File: src/rtl/dir_pkg.sv
package dir_pkg;

  typedef enum logic [1:0] {
    ST_IDLE = 2'd0,
    ST_SEND = 2'd1,
    ST_WAIT = 2'd2,
    ST_RESP = 2'd3
  } ctl_state_e;

  // index of the lowest set bit (0 when none is set)
  function automatic int unsigned lowest_set(input logic [63:0] v);
    int unsigned r;
    r = 0;
    for (int i = 63; i >= 0; i--) begin
      if (v[i]) r = i;
    end
    return r;
  endfunction

  // one-hot bit for a cluster, or zero when the cluster takes no sharer bit
  function automatic logic [63:0] cluster_bit(input int unsigned id, input logic en);
    return en ? (64'd1 << id) : 64'd0;
  endfunction

endpackage

File: src/rtl/dir_table.sv
module dir_table #(
  parameter int ENTRIES = 4,
  parameter int AW      = 16,
  parameter int NCLUS   = 8,
  localparam int IW     = (ENTRIES > 1) ? $clog2(ENTRIES) : 1
) (
  input  logic             clk,
  input  logic             rst_n,
  input  logic [AW-1:0]    lk_addr,
  output logic             hit,
  output logic [IW-1:0]    hit_idx,
  output logic             hit_excl,
  output logic [NCLUS-1:0] hit_sharers,
  output logic             free_ok,
  output logic [IW-1:0]    free_idx,
  input  logic             wr_en,
  input  logic [IW-1:0]    wr_idx,
  input  logic             wr_valid,
  input  logic [AW-1:0]    wr_tag,
  input  logic             wr_excl,
  input  logic [NCLUS-1:0] wr_sharers
);

  logic             vld_q  [ENTRIES];
  logic [AW-1:0]    tag_q  [ENTRIES];
  logic             excl_q [ENTRIES];
  logic [NCLUS-1:0] shr_q  [ENTRIES];
  logic [ENTRIES-1:0] match;

  for (genvar g = 0; g < ENTRIES; g++) begin : g_slot
    always_ff @(posedge clk or negedge rst_n) begin
      if (!rst_n) begin
        vld_q[g]  <= 1'b0;
        tag_q[g]  <= '0;
        excl_q[g] <= 1'b0;
        shr_q[g]  <= '0;
      end else if (wr_en && (wr_idx == IW'(g))) begin
        vld_q[g]  <= wr_valid;
        tag_q[g]  <= wr_tag;
        excl_q[g] <= wr_excl;
        shr_q[g]  <= wr_valid ? wr_sharers : '0;
      end
    end
    assign match[g] = vld_q[g] && (tag_q[g] == lk_addr);
  end

  always_comb begin
    hit     = |match;
    hit_idx = '0;
    for (int i = 0; i < ENTRIES; i++) begin
      if (match[i]) hit_idx = IW'(i);
    end
  end

  assign hit_excl    = excl_q[hit_idx];
  assign hit_sharers = shr_q[hit_idx];

  // lowest free slot wins
  always_comb begin
    free_ok  = 1'b0;
    free_idx = '0;
    for (int i = ENTRIES - 1; i >= 0; i--) begin
      if (!vld_q[i]) begin
        free_ok  = 1'b1;
        free_idx = IW'(i);
      end
    end
  end

endmodule

File: src/rtl/dir_policy.sv
module dir_policy
  import dir_pkg::*;
#(
  parameter int NCLUS   = 8,
  parameter int CW      = 3,
  parameter int HOME_ID = 0
) (
  input  logic             is_write,
  input  logic [CW-1:0]    src,
  input  logic             hit,
  input  logic             hit_excl,
  input  logic [NCLUS-1:0] hit_sharers,
  input  logic             free_ok,
  output logic             retry,
  output logic             upd,
  output logic             upd_alloc,
  output logic             nxt_valid,
  output logic             nxt_excl,
  output logic [NCLUS-1:0] nxt_sharers,
  output logic [NCLUS-1:0] targets,
  output logic             fetch
);

  logic             remote;
  logic [NCLUS-1:0] src_bit;

  assign remote  = (src != CW'(HOME_ID));
  assign src_bit = NCLUS'(cluster_bit(int'(src), remote));

  always_comb begin
    retry       = 1'b0;
    upd         = 1'b0;
    upd_alloc   = 1'b0;
    nxt_valid   = 1'b1;
    nxt_excl    = hit_excl;
    nxt_sharers = hit_sharers;
    targets     = '0;
    fetch       = 1'b0;
    if (!hit) begin
      // home accesses need no slot; remote ones allocate
      if (remote) begin
        if (!free_ok) begin
          retry = 1'b1;
        end else begin
          upd         = 1'b1;
          upd_alloc   = 1'b1;
          nxt_excl    = is_write;
          nxt_sharers = src_bit;
        end
      end
    end else if (!hit_excl) begin
      upd = 1'b1;
      if (!is_write) begin
        nxt_sharers = hit_sharers | src_bit;
      end else begin
        targets     = hit_sharers & ~src_bit;
        nxt_excl    = 1'b1;
        nxt_sharers = src_bit;
        nxt_valid   = remote;
      end
    end else if ((hit_sharers & src_bit) == '0) begin
      // held exclusively elsewhere: pull it back first
      upd     = 1'b1;
      fetch   = 1'b1;
      targets = hit_sharers;
      if (!is_write) begin
        nxt_excl    = 1'b0;
        nxt_sharers = hit_sharers | src_bit;
      end else begin
        nxt_excl    = 1'b1;
        nxt_sharers = src_bit;
        nxt_valid   = remote;
      end
    end
  end

endmodule

File: src/rtl/dir_sender.sv
module dir_sender
  import dir_pkg::*;
#(
  parameter int NCLUS = 8,
  parameter int CW    = 3
) (
  input  logic             clk,
  input  logic             rst_n,
  input  logic             load,
  input  logic [NCLUS-1:0] load_mask,
  input  logic             send_en,
  input  logic             ack_en,
  input  logic             msg_ready,
  input  logic             ack_valid,
  input  logic [CW-1:0]    ack_src,
  output logic             have_send,
  output logic [CW-1:0]    dst,
  output logic             fire,
  output logic             sends_left,
  output logic             all_clear,
  output logic             await_empty
);

  logic [NCLUS-1:0] to_send_q, to_send_d;
  logic [NCLUS-1:0] await_q, await_d;
  logic [NCLUS-1:0] dst_bit, ack_bit;
  logic             ack_hit;

  assign dst       = CW'(lowest_set(64'(to_send_q)));
  assign have_send = |to_send_q;
  assign dst_bit   = NCLUS'(cluster_bit(int'(dst), have_send));
  assign fire      = send_en && have_send && msg_ready;
  assign ack_hit   = ack_en && ack_valid && await_q[ack_src];
  assign ack_bit   = NCLUS'(cluster_bit(int'(ack_src), ack_hit));

  always_comb begin
    if (load) begin
      to_send_d = load_mask;
      await_d   = '0;
    end else begin
      to_send_d = fire ? (to_send_q & ~dst_bit) : to_send_q;
      await_d   = (await_q & ~ack_bit) | (fire ? dst_bit : '0);
    end
  end

  assign sends_left  = |to_send_d;
  assign all_clear   = (to_send_d == '0) && (await_d == '0);
  assign await_empty = (await_q == '0);

  always_ff @(posedge clk or negedge rst_n) begin
    if (!rst_n) begin
      to_send_q <= '0;
      await_q   <= '0;
    end else begin
      to_send_q <= to_send_d;
      await_q   <= await_d;
    end
  end

endmodule

File: src/rtl/dir_ctl.sv
module dir_ctl
  import dir_pkg::*;
#(
  parameter int NCLUS   = 8,
  parameter int ENTRIES = 4,
  parameter int AW      = 16,
  parameter int HOME_ID = 0,
  localparam int CW     = (NCLUS > 1) ? $clog2(NCLUS) : 1,
  localparam int IW     = (ENTRIES > 1) ? $clog2(ENTRIES) : 1
) (
  input  logic          clk,
  input  logic          rst_n,
  input  logic          req_valid,
  output logic          req_ready,
  input  logic          req_write,
  input  logic [AW-1:0] req_addr,
  input  logic [CW-1:0] req_src,
  output logic          rsp_valid,
  input  logic          rsp_ready,
  output logic          rsp_retry,
  output logic          msg_valid,
  input  logic          msg_ready,
  output logic          msg_fetch,
  output logic [CW-1:0] msg_dst,
  output logic [AW-1:0] msg_addr,
  input  logic          ack_valid,
  output logic          ack_ready,
  input  logic [CW-1:0] ack_src
);

  ctl_state_e state_q, state_d;

  // lookup results
  logic             hit, hit_excl, free_ok;
  logic [IW-1:0]    hit_idx, free_idx;
  logic [NCLUS-1:0] hit_sharers;

  // policy results
  logic             pol_retry, pol_upd, pol_alloc, pol_valid, pol_excl, pol_fetch;
  logic [NCLUS-1:0] pol_sharers, pol_targets;

  // captured transaction
  logic [AW-1:0]    addr_q;
  logic [CW-1:0]    src_q;
  logic             retry_q, fetch_q, pend_upd_q, pend_valid_q, pend_excl_q;
  logic [IW-1:0]    pend_idx_q;
  logic [NCLUS-1:0] pend_shr_q;

  // named events
  logic accept, commit, retry_taken, msg_fire;
  logic have_send, sends_left, all_clear, await_empty;

  assign accept      = req_valid && req_ready;
  assign commit      = (state_q == ST_RESP) && pend_upd_q;
  assign retry_taken = accept && pol_retry;

  dir_table #(.ENTRIES(ENTRIES), .AW(AW), .NCLUS(NCLUS)) u_table (
    .clk(clk), .rst_n(rst_n), .lk_addr(req_addr),
    .hit(hit), .hit_idx(hit_idx), .hit_excl(hit_excl), .hit_sharers(hit_sharers),
    .free_ok(free_ok), .free_idx(free_idx),
    .wr_en(commit), .wr_idx(pend_idx_q), .wr_valid(pend_valid_q),
    .wr_tag(addr_q), .wr_excl(pend_excl_q), .wr_sharers(pend_shr_q)
  );

  dir_policy #(.NCLUS(NCLUS), .CW(CW), .HOME_ID(HOME_ID)) u_policy (
    .is_write(req_write), .src(req_src),
    .hit(hit), .hit_excl(hit_excl), .hit_sharers(hit_sharers), .free_ok(free_ok),
    .retry(pol_retry), .upd(pol_upd), .upd_alloc(pol_alloc),
    .nxt_valid(pol_valid), .nxt_excl(pol_excl), .nxt_sharers(pol_sharers),
    .targets(pol_targets), .fetch(pol_fetch)
  );

  dir_sender #(.NCLUS(NCLUS), .CW(CW)) u_sender (
    .clk(clk), .rst_n(rst_n),
    .load(accept && !pol_retry), .load_mask(pol_targets),
    .send_en(state_q == ST_SEND),
    .ack_en((state_q == ST_SEND) || (state_q == ST_WAIT)),
    .msg_ready(msg_ready), .ack_valid(ack_valid), .ack_src(ack_src),
    .have_send(have_send), .dst(msg_dst), .fire(msg_fire),
    .sends_left(sends_left), .all_clear(all_clear), .await_empty(await_empty)
  );

  always_comb begin
    state_d = state_q;
    unique case (state_q)
      ST_IDLE: if (accept) state_d = (pol_retry || (pol_targets == '0)) ? ST_RESP : ST_SEND;
      ST_SEND: begin
        if (all_clear)        state_d = ST_RESP;
        else if (!sends_left) state_d = ST_WAIT;
      end
      ST_WAIT: if (all_clear) state_d = ST_RESP;
      ST_RESP: if (rsp_ready) state_d = ST_IDLE;
      default: state_d = ST_IDLE;
    endcase
  end

  always_ff @(posedge clk or negedge rst_n) begin
    if (!rst_n) begin
      state_q      <= ST_IDLE;
      addr_q       <= '0;
      src_q        <= '0;
      retry_q      <= 1'b0;
      fetch_q      <= 1'b0;
      pend_upd_q   <= 1'b0;
      pend_idx_q   <= '0;
      pend_valid_q <= 1'b0;
      pend_excl_q  <= 1'b0;
      pend_shr_q   <= '0;
    end else begin
      state_q <= state_d;
      if (accept) begin
        addr_q       <= req_addr;
        src_q        <= req_src;
        retry_q      <= pol_retry;
        fetch_q      <= pol_fetch;
        pend_upd_q   <= pol_upd;
        pend_idx_q   <= pol_alloc ? free_idx : hit_idx;
        pend_valid_q <= pol_valid;
        pend_excl_q  <= pol_excl;
        pend_shr_q   <= pol_sharers;
      end else if (commit) begin
        pend_upd_q <= 1'b0;
      end
    end
  end

  assign req_ready = (state_q == ST_IDLE);
  assign rsp_valid = (state_q == ST_RESP);
  assign rsp_retry = retry_q;
  assign msg_valid = (state_q == ST_SEND) && have_send;
  assign msg_fetch = fetch_q;
  assign msg_addr  = addr_q;
  assign ack_ready = (state_q == ST_SEND) || (state_q == ST_WAIT);

endmodule

File: config.mk
export PLATFORM = sky130hd
export DESIGN_NAME = dir_ctl
export DESIGN_NICKNAME = d
export VERILOG_FILES = /design/src/rtl/dir_pkg.sv /design/src/rtl/dir_table.sv /design/src/rtl/dir_policy.sv /design/src/rtl/dir_sender.sv /design/src/rtl/dir_ctl.sv
export SDC_FILE = /design/constraint.sdc
export NUM_CORES = 1
export LEC_CHECK = 0
export BUFFER_PORTS_ARGS = -buffer_cell sky130_fd_sc_hd__buf_2
export CELL_PAD_IN_SITES_DETAIL_PLACEMENT = 1
export CELL_PAD_IN_SITES_GLOBAL_PLACEMENT = 2
export CORE_ASPECT_RATIO = 1.1
export CORE_MARGIN = 8
export CORE_UTILIZATION = 37
export CTS_CLUSTER_SIZE = 10
export DETAILED_ROUTE_END_ITERATION = 16
export HOLD_SLACK_MARGIN = 0.1
export PLACE_DENSITY = 0.73
export SLEW_MARGIN = 10
export SYNTH_ARGS = -nofsm -noshare
export SYNTH_HDL_FRONTEND = slang
export SYNTH_HIERARCHICAL = 1
export SYNTH_SLANG_ARGS = --single-unit
File: constraint.sdc
create_clock -name clk -period 5.2 [get_ports clk]
set_input_delay 0.52 -clock clk [delete_from_list [all_inputs] [get_ports clk]]
set_output_delay 0.52 -clock clk [all_outputs]
set_load 0.03 [all_outputs]
[Yosys cells after proc, flatten, opt, wreduce, memory -nomap -nowiden]
Cells that the tools add are included.
Storage, ports and cells
  bits in writable memories: 0
  ROM bits: 0
  bits in latches: 0
  output and inout port bits: 25
  memories kept: 0
  register bits after elaboration: 153
  word-level logic and storage cells: 163
Operators by class
  eq/ne operators: 14
  shift operators: 3
  div/mod/pow operators: 0
  $add $sub $neg: 0
  multiply operators: 0
  reductions and logical operators: 31
  bitwise gates (word level): 10
  multiplexer cells: 76
  magnitude comparators: 2
Operators by type and width (number)
  8-bit 2-to-1 mux: 20
  16-bit == test: 4
  8-bit AND: 4
  8-bit zero test: 4
  1-bit 2-to-1 mux: 31
  2-bit 2-to-1 mux: 13
  3-bit 2-to-1 mux: 8
  8-bit NOT: 3
  1-bit by 3-bit left shift with 8-bit output, first input constant: 3
  8-bit binary-select mux with 2-bit select: 1
  1-bit logical AND: 16
  8-bit bitwise OR: 2
  8-bit OR reduction: 2
  2-bit == test, second input constant: 4
  2-bit one-hot mux with 4 select lines: 1
  2-bit by 1-bit == test with 1-bit output, second input constant: 2
  2-bit zero test: 2
  3-bit by 4-bit < comparator with 1-bit output, second input constant: 1
  2-bit by 1-bit != test with 1-bit output, second input constant: 2
  4-bit AND reduction: 1
  4-bit OR reduction: 1
  1-bit binary-select mux with 3-bit select: 1
  3-bit >= comparator, second input constant: 1
  3-bit != test, second input constant: 1
  7 further kinds: 8

[Logic depth before layout (Yosys ltp)]
Gate-level depths: netlist of run 1.
  depth in word-level cells: 19
  depth in mapped cells: 19

[By module]
Netlist of run 1, hierarchy kept.
By module, submodules not included
  dir_table: area an instance 4954.8 µm², instances 1, cells an instance 456, sequential area each 2602.5 µm²
  dir_ctl: area an instance 1547.7 µm², instances 1, cells an instance 100, sequential area each 825.8 µm²
  dir_sender: area an instance 1032.2 µm², instances 1, cells an instance 117, sequential area each 400.4 µm²
  dir_policy: area an instance 460.4 µm², instances 1, cells an instance 80, sequential area each 0.0 µm²

[Worst setup path after synthesis of run 1]
No wires, ideal clock.
  kind: input-to-reg
  start: in req_addr[8]
  end: reg state_q[1]
  data arrival time: 4.111 ns
  slack: 0.988 ns
  cell stages on the path: 17
  required time: 5.099 ns
  cell sequence: clkbuf_1 xnor2_1 nand4_1 nor4_2 nand3_1 nand3_1 a22o_1 mux2_2 o22ai_1 o21ai_1 a21oi_1 or4_1 o21ai_0 nand4b_1 nor4_2 nor2_1 o32ai_1
Between the ends
  elaborated cells on any way between the ends: 44
  those cells by class: 6 x eq/ne; 20 x mux; 3 x bitwise; 15 x reduce/logical
RTL lines
  start, declared: RTL line dir_ctl.sv:16  | input logic [AW-1:0] req_addr,
  16-bit == test: RTL line dir_table.sv:44  | assign match[g] = vld_q[g] && (tag_q[g] == lk_addr);
  1-bit logical AND: RTL line dir_table.sv:44
  1-bit 2-to-1 mux: RTL line dir_table.sv:51  | if (match[i]) hit_idx = IW'(i);
  2-bit 2-to-1 mux: RTL line dir_table.sv:51
  2-bit 2-to-1 mux (*): RTL line dir_table.sv:51
  2-bit NOT with 3-bit output (not written as such) (*): RTL line dir_table.sv:56  | assign hit_sharers = shr_q[hit_idx];
  8-bit binary-select mux with 2-bit select (*): RTL line dir_table.sv:56
  8-bit 2-to-1 mux (not written as such) (*) (2 in series): RTL line dir_table.sv:56
  named net hit_sharers[5]: RTL line dir_ctl.sv:36  | logic [NCLUS-1:0] hit_sharers;
  (+3 left out)
  8-bit 2-to-1 mux (*): RTL line dir_policy.sv:51  | end else if (!hit_excl) begin
  8-bit 2-to-1 mux (*): RTL line dir_policy.sv:39  | if (!hit) begin
  named net pol_targets[6]: RTL line dir_ctl.sv:40  | logic [NCLUS-1:0] pol_sharers, pol_targets;
  8-bit 2-to-1 mux (*): RTL line dir_sender.sv:37  | if (load) begin
  8-bit OR reduction (*): RTL line dir_sender.sv:46  | assign sends_left = |to_send_d;
  named net sends_left: RTL line dir_ctl.sv:51  | logic have_send, sends_left, all_clear, await_empty;
  3-bit != test (no source line) (*)
  4-bit AND reduction (no source line) (*)
  end signal, assigned: RTL line dir_ctl.sv:110  | state_q <= state_d;
  end, declared: RTL line dir_ctl.sv:31  | ctl_state_e state_q, state_d;
The timed path passes the listed nets; every way through them passes the cells marked *. The select of a mux whose other input is x is not followed.
A chain may end at the register's enable or synchronous reset.

[Worst setup path after layout of run 1]
  start: reg u_table/tag_q[13] (netlist name)
  end: reg state_q[1]
Between the ends
  elaborated cells on any way between the ends: 36
  those cells by class: 3 x eq/ne; 18 x mux; 3 x bitwise; 12 x reduce/logical
RTL lines
  start, declared: RTL line dir_table.sv:25  | logic [AW-1:0] tag_q [ENTRIES];
  start signal, assigned by index: RTL line dir_table.sv:39  | tag_q[g] <= wr_tag;
  16-bit == test: RTL line dir_table.sv:44
  1-bit logical AND: RTL line dir_table.sv:44
  2-bit 2-to-1 mux: RTL line dir_table.sv:51
  2-bit NOT with 3-bit output (not written as such): RTL line dir_table.sv:56
  8-bit binary-select mux with 2-bit select: RTL line dir_table.sv:56
  8-bit 2-to-1 mux (not written as such) (2 in series): RTL line dir_table.sv:56
  named net hit_sharers[5]: RTL line dir_ctl.sv:36
  8-bit AND: RTL line dir_policy.sv:61  | end else if ((hit_sharers & src_bit) == '0) begin
  (+2 left out)
  8-bit 2-to-1 mux: RTL line dir_policy.sv:51
  8-bit 2-to-1 mux: RTL line dir_policy.sv:39
  named net pol_targets[6]: RTL line dir_ctl.sv:40
  8-bit 2-to-1 mux: RTL line dir_sender.sv:37
  8-bit OR reduction: RTL line dir_sender.sv:46
  named net sends_left: RTL line dir_ctl.sv:51
  3-bit != test (no source line)
  4-bit AND reduction (no source line)
The timed path passes the listed nets, and every way through them passes these cells. The select of a mux whose other input is x is not followed.

==> results of run 1 <==
==> stage by stage <==
stage	total power, mW	utilization	setup slack, ns
finish	4.54	0.431	0.530
global route	4.81	0.431	0.136
CTS	4.60	0.430	0.315
detailed placement	3.30	0.402	0.0190
global placement	3.23	0.402	0.171
floorplan	2.83	-	0.988
==> path summary, 6_finish.rpt <==
check	slack, ns	to	depth (start not counted)	start
worst min-delay path	0.20	u_table/shr_q[2]	1	rst_n
worst max-delay path	0.53	state_q[1]	15	u_table/tag_q[13]
min in group clk	0.39	pend_upd_q	3	req_valid
worst max register to register	0.53	state_q[1]	15	u_table/tag_q[13]
max in group asynchronous	3.73	u_table/shr_q[30]	2	rst_n
worst min register to register	0.49	u_table/shr_q[5]	2	u_table/shr_q[5]
==> flip-flops by register name (all words and copies together), names as in the netlist <==
name	cells
u_table/vld_q	4
msg_fetch	1
pend_valid_q	1
state_q	2
msg_addr	16
pend_shr_q	8
u_sender/to_send_q	8
u_table/tag_q	64
pend_idx_q	2
u_table/shr_q	32
pend_upd_q	1
rsp_retry	1
pend_excl_q	1
u_table/excl_q	4
u_sender/await_q	8
==> repair_timing <==
action	in CTS	in global routing
endpoints found under the setup margin	0	2
buffers inserted	0	0
gates resized for setup	0	1
==> worst max-delay path: stages, from the launching register on <==
cell and delay [ns]:
dfrtp_1 0.40, xor2_1 0.16, nor4_1 0.51, nand4_2 0.20, nor2_2 0.44, a22o_1 0.28, mux2_2 0.19, o22ai_1 0.10
o21ai_2 0.34, a21oi_1 0.17, or4_1 0.54, o21ai_0 0.16, nand4b_1 0.19, nor4_2 0.48, nor2_1 0.10, o32ai_1 0.29
==> area by class of cell <==
| class | instances | area (um^2) | area share |
|---|---|---|---|
| Inverter | 15 | 56.3 | 0.00616 |
| Multi-Input combinational cell | 552 | 3920 | 0.429 |
| Timing Repair Buffer | 65 | 374 | 0.0409 |
| Clock buffer | 18 | 439 | 0.0480 |
| Sequential cell | 153 | 3830 | 0.419 |
| Tap cell | 290 | 363 | 0.0397 |
| Clock inverter | 14 | 159 | 0.0174 |
==> metal layers <==
layer,GRT usage,wire [um]
met5,0,0
met4,0.0705,584
met3,0.0312,499
met2,0.315,11800
met1,0.209,9450
==> power by group <==
| part | switching [mW] | internal [mW] | total, mW |
|---|---|---|---|
| combinational | 0.780 | 0.614 | 1.39 |
| clock | 0.544 | 0.732 | 1.28 |
| sequential | 0.336 | 1.54 | 1.87 |
==> results by group, run 1 <==
Run status
  • Run status: finished clean

Layout
  • Commonest non-fill, non-tap cells in the layout: 153 x dfrtp_1, 132 x nand2_1, 60 x mux2_2, 52 x o21ai_0, 52 x buf_2
  • Commonest non-fill, non-tap cell in the layout: dfrtp_1
  • # diodes: 0
  • P&R area growth vs syn: 14.6%
  • Fillers: approximately 2,400
  • Design area: slightly above 0.009 mm^2
  • # nets final: 839
  • Final non-filler cell total: 1,107
  • Fraction of layout cells with a size suffix above 1: 0.257

Clocking
  • Clk buf depth: 2
  • Root Driver: clkbuf_16
  • H-tree depth: 4
  • Total CTS buffers: 17
  • Clock-pin slew on the worst setup and hold paths: ~0.07 ns
  • Sink Count: about 150
  • Hold-fix buffers, CTS: 0
  • Skew-Pair Late Insertion Delay: 0.43 ns
  • CTS tree: built

Timing
  • Clock Skews: ~0.015 ns
  • Final Cycle Share: 0.898
  • Minimum clock period: ~4.7 ns
  • Setup TNS: 0 ns
  • Worst rel slew slack: 0.281
  • Maximum clock rate: 214 MHz
  • Min Hold Slack: about 0.2 ns
  • Final-report setup violation count: 0
  • Pins Over Slew Limit: 0
  • Final Hold Fails: 0
  • Worst Tran Pin Value: around 1.1 ns
  • RSZ-0062 raised after global routing: false

Place
  • Area after DPL: around 0.0085 mm^2
  • Placed cells: about 1,100
  • DP Wirelength: between 15,000 and 20,000 um
  • RD Place Congestion: around 0.88
  • PortBufs: 53

Floorplanning
  • Die height: around 170 um
  • Die X: approximately 160 um
  • Starting density of the core: 0.376
  • Row count: 56
  • Overall die area: around 0.027 mm^2
  • IO Count: 54
  • Core ar.: 0.0212 mm^2

Setup path
  • CP Data Arrival Time: 4.99 ns
  • CP Class: reg -> reg
  • Req. time, crit path: 5.52 ns
  • CP startpoint kind: register
  • CP Max Fanout: 10
  • Crit path capture type: register

Drt
  • Pre-antenna DRT Iters: 5
  • Vias per inst: 5.28
  • Initial DRC Count: between 200 and 250
  • WL final: 22,300 um
  • DR DRC count: 0
  • DRT antenna net count: 0
  • Via count of the routed design: just under 6,000
  • Drt wl/cell: just over 20 um

Yosys
  • Synth Cell Area: 0.00798 mm^2
  • Synth Instances: 750
  • Warnings, synthesis: 6
  • Avg Cell Area, Syn: about 11 um^2
  • Syn Nets: around 790

Pwr
  • P per Cell Area: 497 mW/mm^2
  • VDD IR max: roughly 0.26 mV
  • Leakage power: ~4.3 nW

Global routing
  • Initial antenna violation count: 0
  • Vias in the first global route: 6,604
  • Grt total ovfl: 0
  • First-pass GRT wire length: ~37,000 um
  • GRT Overall Usage: 0.177
  • Largest net degree at the start of global routing: between 100 and 150

Run
  • MaxCap Viol Count: 0

Worst hold path
  • Hold Path Class: in -> async
No activity file was read; power rests on OpenSTA's default activity.
==> inputs of run 2 (changes only) <==
ABC_AREA = 1   (was default)
CORE_UTILIZATION = 35   (was 37)
PLACE_DENSITY = 0.79   (was 0.73)
==> results by group, run 2 <==
Clocking
  • Total CTS buffers: 17
  • CTS tree: built
  • Clock-pin slew on the worst setup and hold paths: 0.08 ns
  • Root Driver: clkbuf_16
  • # resized after CTS: 0
  • Skew-Pair Late Insertion Delay: approximately 0.43 ns
  • H-tree depth: 4
  • Sink Count: between 150 and 200
  • Post-CTS Setup Inserts: 0
  • Clk buf depth: 2

Timing
  • Maximum clock rate: around 260 MHz
  • Min Hold Slack: 0.331 ns
  • Setup TNS: 0 ns
  • Final-report setup violation count: 0
  • Final Hold Fails: 0
  • RSZ-0062 raised after global routing: false
  • Minimum clock period: approximately 3.8 ns
  • Final Cycle Share: 0.736
  • Worst rel slew slack: 0.282
  • Worst Tran Pin Value: around 1.1 ns
  • Clock Skews: ~0.016 ns
  • Slack of the critical path: ~1.4 ns
  • Pins Over Slew Limit: 0

Global routing
  • Largest net degree at the start of global routing: 57
  • Grt total ovfl: 0
  • GRT Overall Usage: 0.192
  • Initial antenna violation count: 0
  • First-pass GRT wire length: roughly 46,000 um
  • Met3 usage: 0.0262
  • Met1 global-route usage: 0.228
  • Vias in the first global route: roughly 8,400
  • GR Layer Usage met2: 0.358
  • Busiest metal layer after global routing: met2

Place
  • PortBufs: 53
  • DP Wirelength: approximately 21,000 um
  • Placement Setup Slack: 0.982 ns
  • RD Place Congestion: 0.843

Setup path
  • CP startpoint kind: register
  • Crit path capture type: register
  • CP Class: reg -> reg
  • CP Data Arrival Time: around 4.2 ns
  • RR Startpoint: u_table/tag_q[37]
  • Req. time, crit path: about 5.5 ns
  • CP Max Fanout: 17
  • R2R depth: 21
  • Crit path launch: u_table/tag_q[37]

Worst hold path
  • Worst hold path depth: 3
  • Hold Path Origin: req_addr[10]
  • Hold Path Class: in -> reg

Layout
  • Final core utilization: 0.403
  • Max reg flops: 64
  • Commonest non-fill, non-tap cells in the layout: 479 x nand2_1, 164 x inv_1, 153 x dfrtp_1, 130 x o21ai_0, 72 x nor2_1
  • # nets final: roughly 1,300
  • P&R area growth vs syn: 13.3%
  • Fraction of layout cells with a size suffix above 1: 0.120
  • Commonest non-fill, non-tap cell in the layout: nand2_1
  • Top reg by flops: u_table/tag_q
  • # diodes: 0

Yosys
  • Syn Nets: 1,268
  • Avg Cell Area, Syn: roughly 7 um^2
  • Warnings, synthesis: 6
  • Synth Instances: ~1,200
  • Synth Cell Area: just under 0.009 mm^2

Floorplanning
  • Die height: 181 um
  • Starting density of the core: 0.356
  • Die X: approximately 170 um
  • Core ar.: between 0.02 and 0.025 mm^2
  • Overall die area: 0.0302 mm^2
  • Row count: 60
  • IO Count: between 50 and 60

Pwr
  • VDD IR max: between 0.2 and 0.25 mV
  • P per Cell Area: just under 500 mW/mm^2
  • Leakage power: 5.38 nW

Run status
  • Run status: finished clean

Drt
  • Drt wl/cell: around 18 um
  • DR DRC count: 0
  • Via count of the routed design: roughly 7,800
  • DRT antenna net count: 0
  • Vias per inst: 4.89
  • WL final: 28,300 um
  • Initial DRC Count: 347
  • Pre-antenna DRT Iters: 4

Run
  • MaxCap Viol Count: 0
-- run 2: path summary, 6_finish.rpt --
kind / endpoint / slack, ns
min in group asynchronous: msg_addr[3] / 0.63
max reg2reg: state_q[0] / 1.37
min: msg_addr[10] / 0.33
min reg2reg: u_table/shr_q[27] / 0.48
max: state_q[0] / 1.37
max in group asynchronous: u_table/tag_q[62] / 3.43
-- run 2: stage by stage --
step	cell area [um^2]	power, mW	std cells
after floorplan	8700	3.03	1233
after global placement	9250	3.59	1569
after detailed placement	9250	3.64	1569
after CTS	9860	4.92	1602
after global routing	9860	5.22	1602
final	9860	4.85	1602
-- run 2: routing by layer --
metal  share of wire  vias to the layer above  routed length (um)
li1                -                     3919                   -
met1            0.44                     3800               12400
met2            0.52                       87               14700
met3           0.022                       34                 620
met4           0.020                        0                 554
met5               0                        -                   0
-- run 2: critical path: stages, from the launching register on --
cell and delay (ns):
dfrtp_1 0.38, nand2_1 0.07, o21ai_0 0.16, nor2_1 0.18, nand2_1 0.07, nor2_1 0.14
nand3_1 0.39, nand4_1 0.27, buf_4 0.25, nor3_1 0.10, nor2_1 0.11, buf_4 0.22
clkinv_1 0.30, nand2_1 0.19, nand3_1 0.08, nor2_1 0.11, nand3_1 0.14, nor2_1 0.18
nand3_1 0.09, o21ai_0 0.09, nor2_1 0.06, o21ai_0 0.15
-- run 2: cell type report --
class | count | area (um^2)
sequential | 153 | 3830
clock buffer | 17 | 425
tap | 310 | 388
multi-input combinational | 860 | 4000
fill | 3150 | 14600
timing repair buffer | 63 | 349
inverter | 184 | 696
clock inverter | 15 | 175
-- run 2: what timing repair did --
item | CTS | global route
hold buffers | 1 | 0
setup endpoints to repair | 0 | 0
endpoints found under the hold margin | 53 | 0
-- run 2: where the power goes --
| part | leakage [nW] | internal [mW] | switching, mW | total, mW |
|---|---|---|---|---|
| sequential | 2.03 | 1.61 | 0.338 | 1.95 |
| clock | 0.294 | 0.650 | 0.608 | 1.26 |
| combinational | 3.05 | 0.507 | 1.14 | 1.65 |
| total | 5.38 | 2.77 | 2.09 | 4.85 |
